<file path="config.mk">
export PLATFORM = sky130hd
export DESIGN_NAME = nor_cmd_seq
export DESIGN_NICKNAME = d
export VERILOG_FILES = /design/src/rtl/nor_seq_pkg.sv /design/src/rtl/nor_cmd_drive.sv /design/src/rtl/nor_status_eval.sv /design/src/rtl/nor_poll_timer.sv /design/src/rtl/nor_cmd_seq.sv
export SDC_FILE = /design/constraint.sdc
export NUM_CORES = 1
export LEC_CHECK = 0
export BUFFER_PORTS_ARGS = -buffer_cell sky130_fd_sc_hd__buf_4
export CAP_MARGIN = 25
export CORE_ASPECT_RATIO = 0.7
export CORE_MARGIN = 4
export CORE_UTILIZATION = 30
export CTS_CLUSTER_SIZE = 16
export DETAILED_ROUTE_END_ITERATION = 6
export MAX_ROUTING_LAYER = met4
export SYNTH_ARGS = -nofsm -noshare
export SYNTH_HDL_FRONTEND = slang
export SYNTH_SLANG_ARGS = --single-unit
</file>
<file path="constraint.sdc">
create_clock -name clk_i -period 1.9 [get_ports clk_i]
set_input_delay 0.095 -clock clk_i [delete_from_list [all_inputs] [get_ports clk_i]]
set_output_delay 0.095 -clock clk_i [all_outputs]
set_load 0.1 [all_outputs]
</file>
<file path="src/rtl/nor_seq_pkg.sv">
package nor_seq_pkg;

  typedef enum logic [1:0] {
    OP_PROG  = 2'd0,
    OP_ERASE = 2'd1,
    OP_PROBE = 2'd2,
    OP_RSVD  = 2'd3
  } op_e;

  typedef enum logic [2:0] {
    RES_OK          = 3'd0,
    RES_ERASE_FAIL  = 3'd1,
    RES_PROG_FAIL   = 3'd2,
    RES_VERIFY_FAIL = 3'd3,
    RES_TIMEOUT     = 3'd4,
    RES_PROBE_FAIL  = 3'd5,
    RES_BAD_OP      = 3'd6
  } res_e;

  typedef enum logic [3:0] {
    ST_IDLE,
    ST_SETUP,
    ST_ARG,
    ST_ID_DEV,
    ST_POLL_CMD,
    ST_POLL_RD,
    ST_RESTORE,
    ST_VERIFY,
    ST_DONE
  } st_e;

  // byte-wide command codes, replicated onto both 16-bit lanes
  localparam logic [15:0] C_RD_ARRAY  = 16'h00FF;
  localparam logic [15:0] C_RD_ID     = 16'h0090;
  localparam logic [15:0] C_ER_SETUP  = 16'h0020;
  localparam logic [15:0] C_ER_CONFIRM = 16'h00D0;
  localparam logic [15:0] C_PG_SETUP  = 16'h0040;
  localparam logic [15:0] C_RD_STATUS = 16'h0070;

  localparam logic [31:0] ID_MANUF   = 32'h0089_0089;
  localparam logic [31:0] ID_DEV_TOP = 32'h88F3_88F3;
  localparam logic [31:0] ID_DEV_BOT = 32'h88F4_88F4;

  localparam int unsigned SB_READY = 7;
  localparam int unsigned SB_ERASE = 5;
  localparam int unsigned SB_PROG  = 4;

  function automatic logic [31:0] dual(input logic [15:0] c);
    return {c, c};
  endfunction

endpackage

</file>
<file path="src/rtl/nor_cmd_drive.sv">
module nor_cmd_drive
  import nor_seq_pkg::*;
#(
  parameter int unsigned AW = 20
) (
  input  st_e             state_i,
  input  op_e             op_i,
  input  logic [AW-1:0]   addr_i,
  input  logic [31:0]     data_i,
  output logic            req_o,
  output logic            we_o,
  output logic [AW-1:0]   addr_o,
  output logic [31:0]     wdata_o
);

  always_comb begin
    req_o   = 1'b0;
    we_o    = 1'b0;
    addr_o  = addr_i;
    wdata_o = '0;
    unique case (state_i)
      ST_SETUP: begin
        req_o = 1'b1;
        we_o  = 1'b1;
        unique case (op_i)
          OP_PROBE: wdata_o = dual(C_RD_ID);
          OP_ERASE: wdata_o = dual(C_ER_SETUP);
          default:  wdata_o = dual(C_PG_SETUP);
        endcase
      end
      ST_ARG: begin
        req_o = 1'b1;
        if (op_i != OP_PROBE) begin
          we_o    = 1'b1;
          wdata_o = (op_i == OP_ERASE) ? dual(C_ER_CONFIRM) : data_i;
        end
      end
      ST_ID_DEV: begin
        req_o  = 1'b1;
        addr_o = addr_i + AW'(1);
      end
      ST_POLL_CMD: begin
        req_o   = 1'b1;
        we_o    = 1'b1;
        wdata_o = dual(C_RD_STATUS);
      end
      ST_POLL_RD: req_o = 1'b1;
      ST_RESTORE: begin
        req_o   = 1'b1;
        we_o    = 1'b1;
        wdata_o = dual(C_RD_ARRAY);
      end
      ST_VERIFY: req_o = 1'b1;
      default: ;
    endcase
  end

endmodule

</file>
<file path="src/rtl/nor_status_eval.sv">
module nor_status_eval
  import nor_seq_pkg::*;
(
  input  op_e         op_i,
  input  logic [31:0] word_i,
  input  logic [31:0] manuf_i,
  output logic        ready_o,
  output res_e        poll_res_o,
  output res_e        probe_res_o
);

  logic erase_bad, prog_bad, dev_ok;

  // both halves must agree
  assign ready_o   = word_i[SB_READY] & word_i[SB_READY+16];
  assign erase_bad = word_i[SB_ERASE] | word_i[SB_ERASE+16];
  assign prog_bad  = word_i[SB_PROG]  | word_i[SB_PROG+16];
  assign dev_ok    = (word_i == ID_DEV_TOP) || (word_i == ID_DEV_BOT);

  always_comb begin
    if (op_i == OP_ERASE) poll_res_o = erase_bad ? RES_ERASE_FAIL : RES_OK;
    else                  poll_res_o = prog_bad  ? RES_PROG_FAIL  : RES_OK;
  end

  assign probe_res_o = (manuf_i == ID_MANUF && dev_ok) ? RES_OK : RES_PROBE_FAIL;

endmodule

</file>
<file path="src/rtl/nor_poll_timer.sv">
module nor_poll_timer #(
  parameter int unsigned MAX_POLLS = 1024
) (
  input  logic clk_i,
  input  logic rst_ni,
  input  logic clr_i,
  input  logic tick_i,
  output logic last_o
);

  localparam int unsigned CW = $clog2(MAX_POLLS + 1);

  logic [CW-1:0] cnt_q;

  always_ff @(posedge clk_i or negedge rst_ni) begin
    if (!rst_ni)     cnt_q <= '0;
    else if (clr_i)  cnt_q <= '0;
    else if (tick_i) cnt_q <= cnt_q + CW'(1);
  end

  // current poll is the final one allowed
  assign last_o = (cnt_q == CW'(MAX_POLLS - 1));

endmodule

</file>
<file path="src/rtl/nor_cmd_seq.sv">
module nor_cmd_seq
  import nor_seq_pkg::*;
#(
  parameter int unsigned AW        = 20,
  parameter int unsigned MAX_POLLS = 1024
) (
  input  logic          clk_i,
  input  logic          rst_ni,
  input  logic          req_valid_i,
  output logic          req_ready_o,
  input  logic [1:0]    req_op_i,
  input  logic [AW-1:0] req_addr_i,
  input  logic [31:0]   req_data_i,
  output logic          done_o,
  output logic          err_o,
  output logic [2:0]    res_o,
  output logic          mem_req_o,
  output logic          mem_we_o,
  output logic [AW-1:0] mem_addr_o,
  output logic [31:0]   mem_wdata_o,
  input  logic [31:0]   mem_rdata_i,
  input  logic          mem_ack_i
);

  st_e           state_q;
  op_e           op_q;
  res_e          res_q, pend_q;
  logic [AW-1:0] addr_q;
  logic [31:0]   data_q, manuf_q;

  logic ready_st, poll_last, poll_tick;
  res_e poll_res, probe_res;
  op_e  op_in;

  assign op_in = op_e'(req_op_i);

  nor_cmd_drive #(.AW(AW)) u_drive (
    .state_i (state_q),
    .op_i    (op_q),
    .addr_i  (addr_q),
    .data_i  (data_q),
    .req_o   (mem_req_o),
    .we_o    (mem_we_o),
    .addr_o  (mem_addr_o),
    .wdata_o (mem_wdata_o)
  );

  nor_status_eval u_eval (
    .op_i        (op_q),
    .word_i      (mem_rdata_i),
    .manuf_i     (manuf_q),
    .ready_o     (ready_st),
    .poll_res_o  (poll_res),
    .probe_res_o (probe_res)
  );

  assign poll_tick = (state_q == ST_POLL_RD) && mem_ack_i && !ready_st;

  nor_poll_timer #(.MAX_POLLS(MAX_POLLS)) u_timer (
    .clk_i  (clk_i),
    .rst_ni (rst_ni),
    .clr_i  (state_q == ST_IDLE),
    .tick_i (poll_tick),
    .last_o (poll_last)
  );

  always_ff @(posedge clk_i or negedge rst_ni) begin
    if (!rst_ni) begin
      state_q <= ST_IDLE;
      op_q    <= OP_PROG;
      res_q   <= RES_OK;
      pend_q  <= RES_OK;
      addr_q  <= '0;
      data_q  <= '0;
      manuf_q <= '0;
    end else begin
      unique case (state_q)
        ST_IDLE: if (req_valid_i) begin
          op_q   <= op_in;
          addr_q <= (op_in == OP_PROBE) ? '0 : req_addr_i;
          data_q <= req_data_i;
          pend_q <= RES_OK;
          if (op_in == OP_RSVD) begin
            res_q   <= RES_BAD_OP;
            state_q <= ST_DONE;
          end else begin
            state_q <= ST_SETUP;
          end
        end
        ST_SETUP: if (mem_ack_i) state_q <= ST_ARG;
        ST_ARG: if (mem_ack_i) begin
          if (op_q == OP_PROBE) begin
            manuf_q <= mem_rdata_i;
            state_q <= ST_ID_DEV;
          end else begin
            state_q <= ST_POLL_CMD;
          end
        end
        ST_ID_DEV: if (mem_ack_i) begin
          pend_q  <= probe_res;
          state_q <= ST_RESTORE;
        end
        ST_POLL_CMD: if (mem_ack_i) state_q <= ST_POLL_RD;
        ST_POLL_RD: if (mem_ack_i) begin
          if (ready_st) begin
            pend_q  <= poll_res;
            state_q <= ST_RESTORE;
          end else if (poll_last) begin
            pend_q  <= RES_TIMEOUT;
            state_q <= ST_RESTORE;
          end else begin
            state_q <= ST_POLL_CMD;
          end
        end
        ST_RESTORE: if (mem_ack_i) begin
          if (op_q == OP_PROG && pend_q == RES_OK) begin
            state_q <= ST_VERIFY;
          end else begin
            res_q   <= pend_q;
            state_q <= ST_DONE;
          end
        end
        ST_VERIFY: if (mem_ack_i) begin
          res_q   <= (mem_rdata_i == data_q) ? RES_OK : RES_VERIFY_FAIL;
          state_q <= ST_DONE;
        end
        ST_DONE: state_q <= ST_IDLE;
        default: state_q <= ST_IDLE;
      endcase
    end
  end

  assign req_ready_o = (state_q == ST_IDLE);
  assign done_o      = (state_q == ST_DONE);
  assign res_o       = res_q;
  assign err_o       = done_o && (res_q != RES_OK);

endmodule

</file>
[Word-level counts from Yosys, hierarchy flattened]
Cells that the tools add are included.
Cells by class
  add/sub/neg operators: 2
  equal/unequal tests: 29
  muxes and demuxes: 42
  bitwise gates (word level): 3
  reductions and logical operators: 21
Operators by type and width (number)
  32-bit case mux with 4 select lines: 1
  32-bit equality test (second input constant): 2
  32-bit 2-to-1 mux: 2
  24-bit case mux with 2 select lines: 1
  20-bit 2-to-1 mux: 2
  4-bit 2-to-1 mux: 10
  3-bit 2-to-1 mux: 13
  32-bit by 24-bit equality test with 1-bit output (second input constant): 1
  32-bit equality test: 1
  4-bit case mux with 8 select lines: 1
  11-bit 2-to-1 mux: 2
  20-bit by 1-bit adder with 20-bit output (second input constant): 1
  2-bit != test (second input constant): 10
  3-bit case mux with 3 select lines: 2
  4-bit by 3-bit equality test with 1-bit output (second input constant): 4
  11-bit by 1-bit adder with 11-bit output (second input constant): 1
  11-bit by 10-bit equality test with 1-bit output (second input constant): 1
  3-bit nonzero test: 3
  4-bit by 2-bit equality test with 1-bit output (second input constant): 2
  2-bit 2-to-1 mux: 4
  8-bit AND reduction: 1
  7-bit OR reduction: 1
  2-bit equality test (second input constant): 3
  6-bit AND reduction: 1
  other kinds (20): 27
Word-level totals
  register bits after elaboration: 107
  output and inout port bits: 60
  word-level logic and storage cells: 105

[Depth between registers and ports, before layout]
  depth after elaboration: 6
  gate-level depth with buffers: 8
  mapped depth without buffers: 8

[By module]
Synthesis repeated with hierarchy kept, for this count alone.
Unflattened totals
  cell total of the unflattened synthesis: 570
  area total of the unflattened synthesis: 6203.4 um2
Modules (own cells, without submodules)
  nor_cmd_seq: times used 1, cells an instance 352, area each 4553.1 um2, sequential area each 2402.3 um2
  nor_cmd_drive: times used 1, cells an instance 127, area each 848.3 um2, sequential area each 0.0 um2
  nor_poll_timer: times used 1, cells an instance 56, area each 555.5 um2, sequential area each 275.3 um2
  nor_status_eval: times used 1, cells an instance 35, area each 246.5 um2, sequential area each 0.0 um2

[Worst setup path after synthesis]
OpenSTA, ideal clock, no wires.
  kind: reg2out
  start point: register op_q[0]
  end point: output port mem_wdata_o[20]
  arrival: 3103 ps
  required time: 1805 ps
  setup slack: -1298 ps
  stages on the path, launching flop included: 6
  buffers on the path: 0
  path through: dfrtp_1 -> inv_1 -> ha_1 -> nor2b_1 -> nand2_1 -> o21ai_0
Between the ends
  longest elaborated chain between the ends: 4
  elaborated cells on any way between the ends: 7
  those cells by class: 3 x eq/ne; 4 x mux
Ends and longest elaborated chain
  from (decl): line nor_cmd_seq.sv:26  | op_e op_q;
  from (signal assigned): line nor_cmd_seq.sv:79  | op_q <= op_in;
  2-bit by 1-bit equality test with 1-bit output: line nor_cmd_drive.sv:25, nor_cmd_drive.sv:35
  32-bit 2-to-1 mux: line nor_cmd_drive.sv:35  | wdata_o = (op_i == OP_ERASE) ? dual(C_ER_CONFIRM) : data_i;
  32-bit 2-to-1 mux: line nor_cmd_drive.sv:33  | if (op_i != OP_PROBE) begin
  32-bit case mux with 4 select lines (*): line nor_cmd_drive.sv:21  | unique case (state_i)
  to (decl): line nor_cmd_seq.sv:20  | output logic [31:0] mem_wdata_o,
Mark *: on every way between the ends. The rest lies on a longest branch, timed or not.

[Final worst setup path]
  start point: register state_q[3]
  end point: output port mem_addr_o[17]
Between the ends
  longest elaborated chain between the ends: 2
Ends and longest elaborated chain
  from (decl): line nor_cmd_seq.sv:25  | st_e state_q;
  from (signal assigned): line nor_cmd_seq.sv:69  | state_q <= ST_IDLE;
  from (signal assigned): line nor_cmd_seq.sv:85  | state_q <= ST_DONE;
  from (signal assigned): line nor_cmd_seq.sv:87  | state_q <= ST_SETUP;
  4-bit by 2-bit equality test with 1-bit output: line nor_cmd_drive.sv:21
  20-bit 2-to-1 mux: line nor_cmd_drive.sv:21
  to (decl): line nor_cmd_seq.sv:19  | output logic [AW-1:0] mem_addr_o,
No other way between the ends.

==> impl_metrics.csv <==
group,metric,value,unit
sta,max_freq,446,MHz
grt,grt_usage,0.190,
power,p_leak,4.46,nW
outcome,status,"finished with violations",
yosys,synth-edff-count,0,
sta,layout_worst_path_cycle_share,1.18,
layout,fin_area,10200,sq um
clock_tree,cts_buffers,9,
placed_design,place_congestion,0.915,
placed_design,placed_area,8180,sq um
floorplan,floorplan.initialDensity,0.308,
placed_design,port_buffers,149,
yosys,syn_area,5860,sq um
grt,grt_max_degree,52,
sta,hold_viol_final,0,
placed_design,dp_hpwl,14.7,mm
clock_tree,clkTransAtPathRegs,0.08,ns
floorplan,std_cell_rows,42,
floorplan,die_x,175,microns
yosys,syn_avg_cell_area,10.4,sq um
layout,final_util,0.535,
yosys,synth_most_common_cell,"dfrtp_1",
routing,ant_nets,0,
floorplan,fp.dieArea,21900,sq um
setup_path,worstPathRequired,1.80,ns
floorplan,die_h,125,microns
routing,drc,0,
setup_path,crit_type,"flip-flop to output port",
sta,relSlewSlack,0.678,
sta,slew_violations,0,
yosys,yosysWarnings,0,
sta,holdWs,0.00270,ns
sta,min_period,2.24,ns
setup_path,worst_ep_arrival_time,2.15,ns
floorplan,io_pins,150,
yosys,synth_top_cell_area_share,0.457,
routing,via_per_inst,4.86,
layout,fin_cells,1087,
yosys,netlist_instances,563,
setup_path,crit_path_start_kind,"flip-flop",
yosys,ys_top_cells_by_count,"107 x dfrtp_1, 66 x mux2_2, 65 x nand2_1",
grt,grt_overflow,0,
yosys,ys.flop_type,"dfrtp_1",
yosys,synth_cell_types,62,
routing,wl_per_cell,18.5,microns
grt,antenna_found_initial,1,
yosys,synth.largest_area_cell,"dfrtp_1",
grt,grt_pass1_vias,5680,
layout,finalNetCount,914,
sta,setup_ws,-0.343,ns
setup_path,cp-end-kind,"output port",
power,p_per_area,1830,nW/um^2
setup_path,r2r-end,"res_o[1]$_DFFE_PN0P_",
clock_tree,cts-htree-levels,3,
routing,drt_iter0_markers,325,
clock_tree,clockBufferDepth,2,
yosys,syn_nets,659,
setup_path,r2r_cells,8,
min_path,hold_path_class,"primary input to flip-flop",
yosys,ys_seq_area_frac,0.457,
routing,num_vias,5287,
layout,drive_gt1_frac,0.515,
clock_tree,tritoncts,"yes",
clock_tree,cts_root_buf,"clkbuf_16",
clock_tree,cts_sinks,107,
yosys,synth_area_leaders,"dfrtp_1 46%, mux2_2 13%, xor2_1 6.1%, nand2_1 4.2%, o21ai_0 3.0%",
min_path,min_to,"addr_q[4]$_DFFE_PN0P_",
min_path,min_from,"req_addr_i[4]",
routing,wl,20.2,mm
layout,area_growth,73.6,%
floorplan,core_area,19000,sq um
outcome,violations,"negative setup slack",
yosys,synthArstFlopShare,1.00,
grt,grt_pass1_wl,31.8,mm
sta,clock_skew,0.00983,ns
sta,worst_pin_slew,0.482,ns
routing,firstDrtPassIters,5,
job,cap_violations,0,
power,ir_worst_vdd,1.27,mV
yosys,synth_seq_cells,107,
setup_path,cp_max_fo,4,
sta,setup_viol,54,
setup_path,r2r_setup_slack,-0.08,ns
setup_path,worstReg2RegStart,"op_q[0]$_DFFE_PN0P_",
sta,rsz0062_at_grt,"yes",
placed_design,place_inst,1002,
sta,fin_tns_setup,-10.36,ns
min_path,hold_depth,3,
clock_tree,insertion_delay,0.35,ns
[stage by stage]
stage                     power, mW  setup WS (ns)
after floorplan                11.6         -0.349
after global placement         14.1        -0.0253
after detailed placement       14.2        -0.0606
after CTS                      18.1         -0.351
after global routing           19.5         -0.424
final                          18.7         -0.343
[worst max-delay path by stage]
stage,start,endpoint,slack [ns],cells after the start
2_1_floorplan,state_q[2]$_DFFE_PN0P_,mem_addr_o[19],-0.35,6
3_3_place_gp,state_q[1]$_DFFE_PN0P_,res_o[1]$_DFFE_PN0P_,-0.03,6
3_5_place_dp,state_q[2]$_DFFE_PN0P_,mem_addr_o[13],-0.06,6
4_1_cts,state_q[2]$_DFFE_PN0P_,mem_addr_o[13],-0.35,6
5_1_grt,addr_q[1]$_DFFE_PN0P_,mem_addr_o[8],-0.42,7
6_report,state_q[3]$_DFFE_PN0P_,mem_addr_o[17],-0.34,6
[state kept, by name (all words and copies together), names as in the netlist]
name / count
state_q: 4
addr_q: 20
data_q: 32
res_o: 3
u_timer.cnt_q: 11
op_q: 2
pend_q: 3
manuf_q: 32
[where the power goes]
group	total, mW	internal [mW]	switching [mW]
Sequential	4.17	3.23	0.938
Combinational	12.7	5.22	7.46
Clock	1.81	0.935	0.878
[layer usage]
layer	up-vias	GRT usage	routed length [microns]
met5	-	-	0
met4	0	0.0462	372
met3	29	0.0359	845
met2	134	0.290	9400
met1	2636	0.262	9540
li1	2488	-	-
[worst max-delay path: stages, from the launching register on]
cell,delay (ns)
dfrtp_1,0.39
and4bb_2,0.35
nand4_4,0.08
or3_4,0.45
nor2_4,0.15
xor2_4,0.18
buf_12,0.19
[final cells by class]
| class | count | area, sq um |
|---|---|---|
| Sequential cell | 107 | 2680 |
| Multi-Input combinational cell | 417 | 3850 |
| Antenna cell | 1 | 2.50 |
| Timing Repair Buffer | 271 | 2990 |
| Tap cell | 264 | 330 |
| Clock buffer | 11 | 243 |
| Fill cell | 1598 | 8850 |
| Inverter | 12 | 45.0 |
| Clock inverter | 4 | 33.8 |
[cells by family after synthesis]
kind of cell,Yosys count,share of synthesized area
xor gates and xnor gates,58,0.0866
AOI/OAI and AO/OA,77,0.0877
muxes,66,0.127
DFF,107,0.457
buffers and inverters,39,0.0282
adders and majority gates,6,0.0128
and+or+nand+nor,210,0.201
[what timing repair did]
| item | in CTS | in global routing |
|---|---|---|
| gates resized for setup | 183 | 63 |
| buffers inserted | 12 | 13 |
| endpoints found under the hold margin | 79 | 0 |
| cloned | 2 | 0 |
| endpoints found under the setup margin | 57 | 74 |
| hold buffers | 47 | 0 |
| pin swaps | 8 | 28 |
[cell usage in the layout, fill, tap and decap left out, drive strengths merged, types with 17 or more instances in the layout]
cell / instances
buf: 224
dfrtp: 107
mux2: 66
nand2: 65
dlygate4sd3: 47
xor2: 41
o21ai: 36
nor2: 36
and2: 17
xnor2: 17
Power figures use the tool's default switching activity.
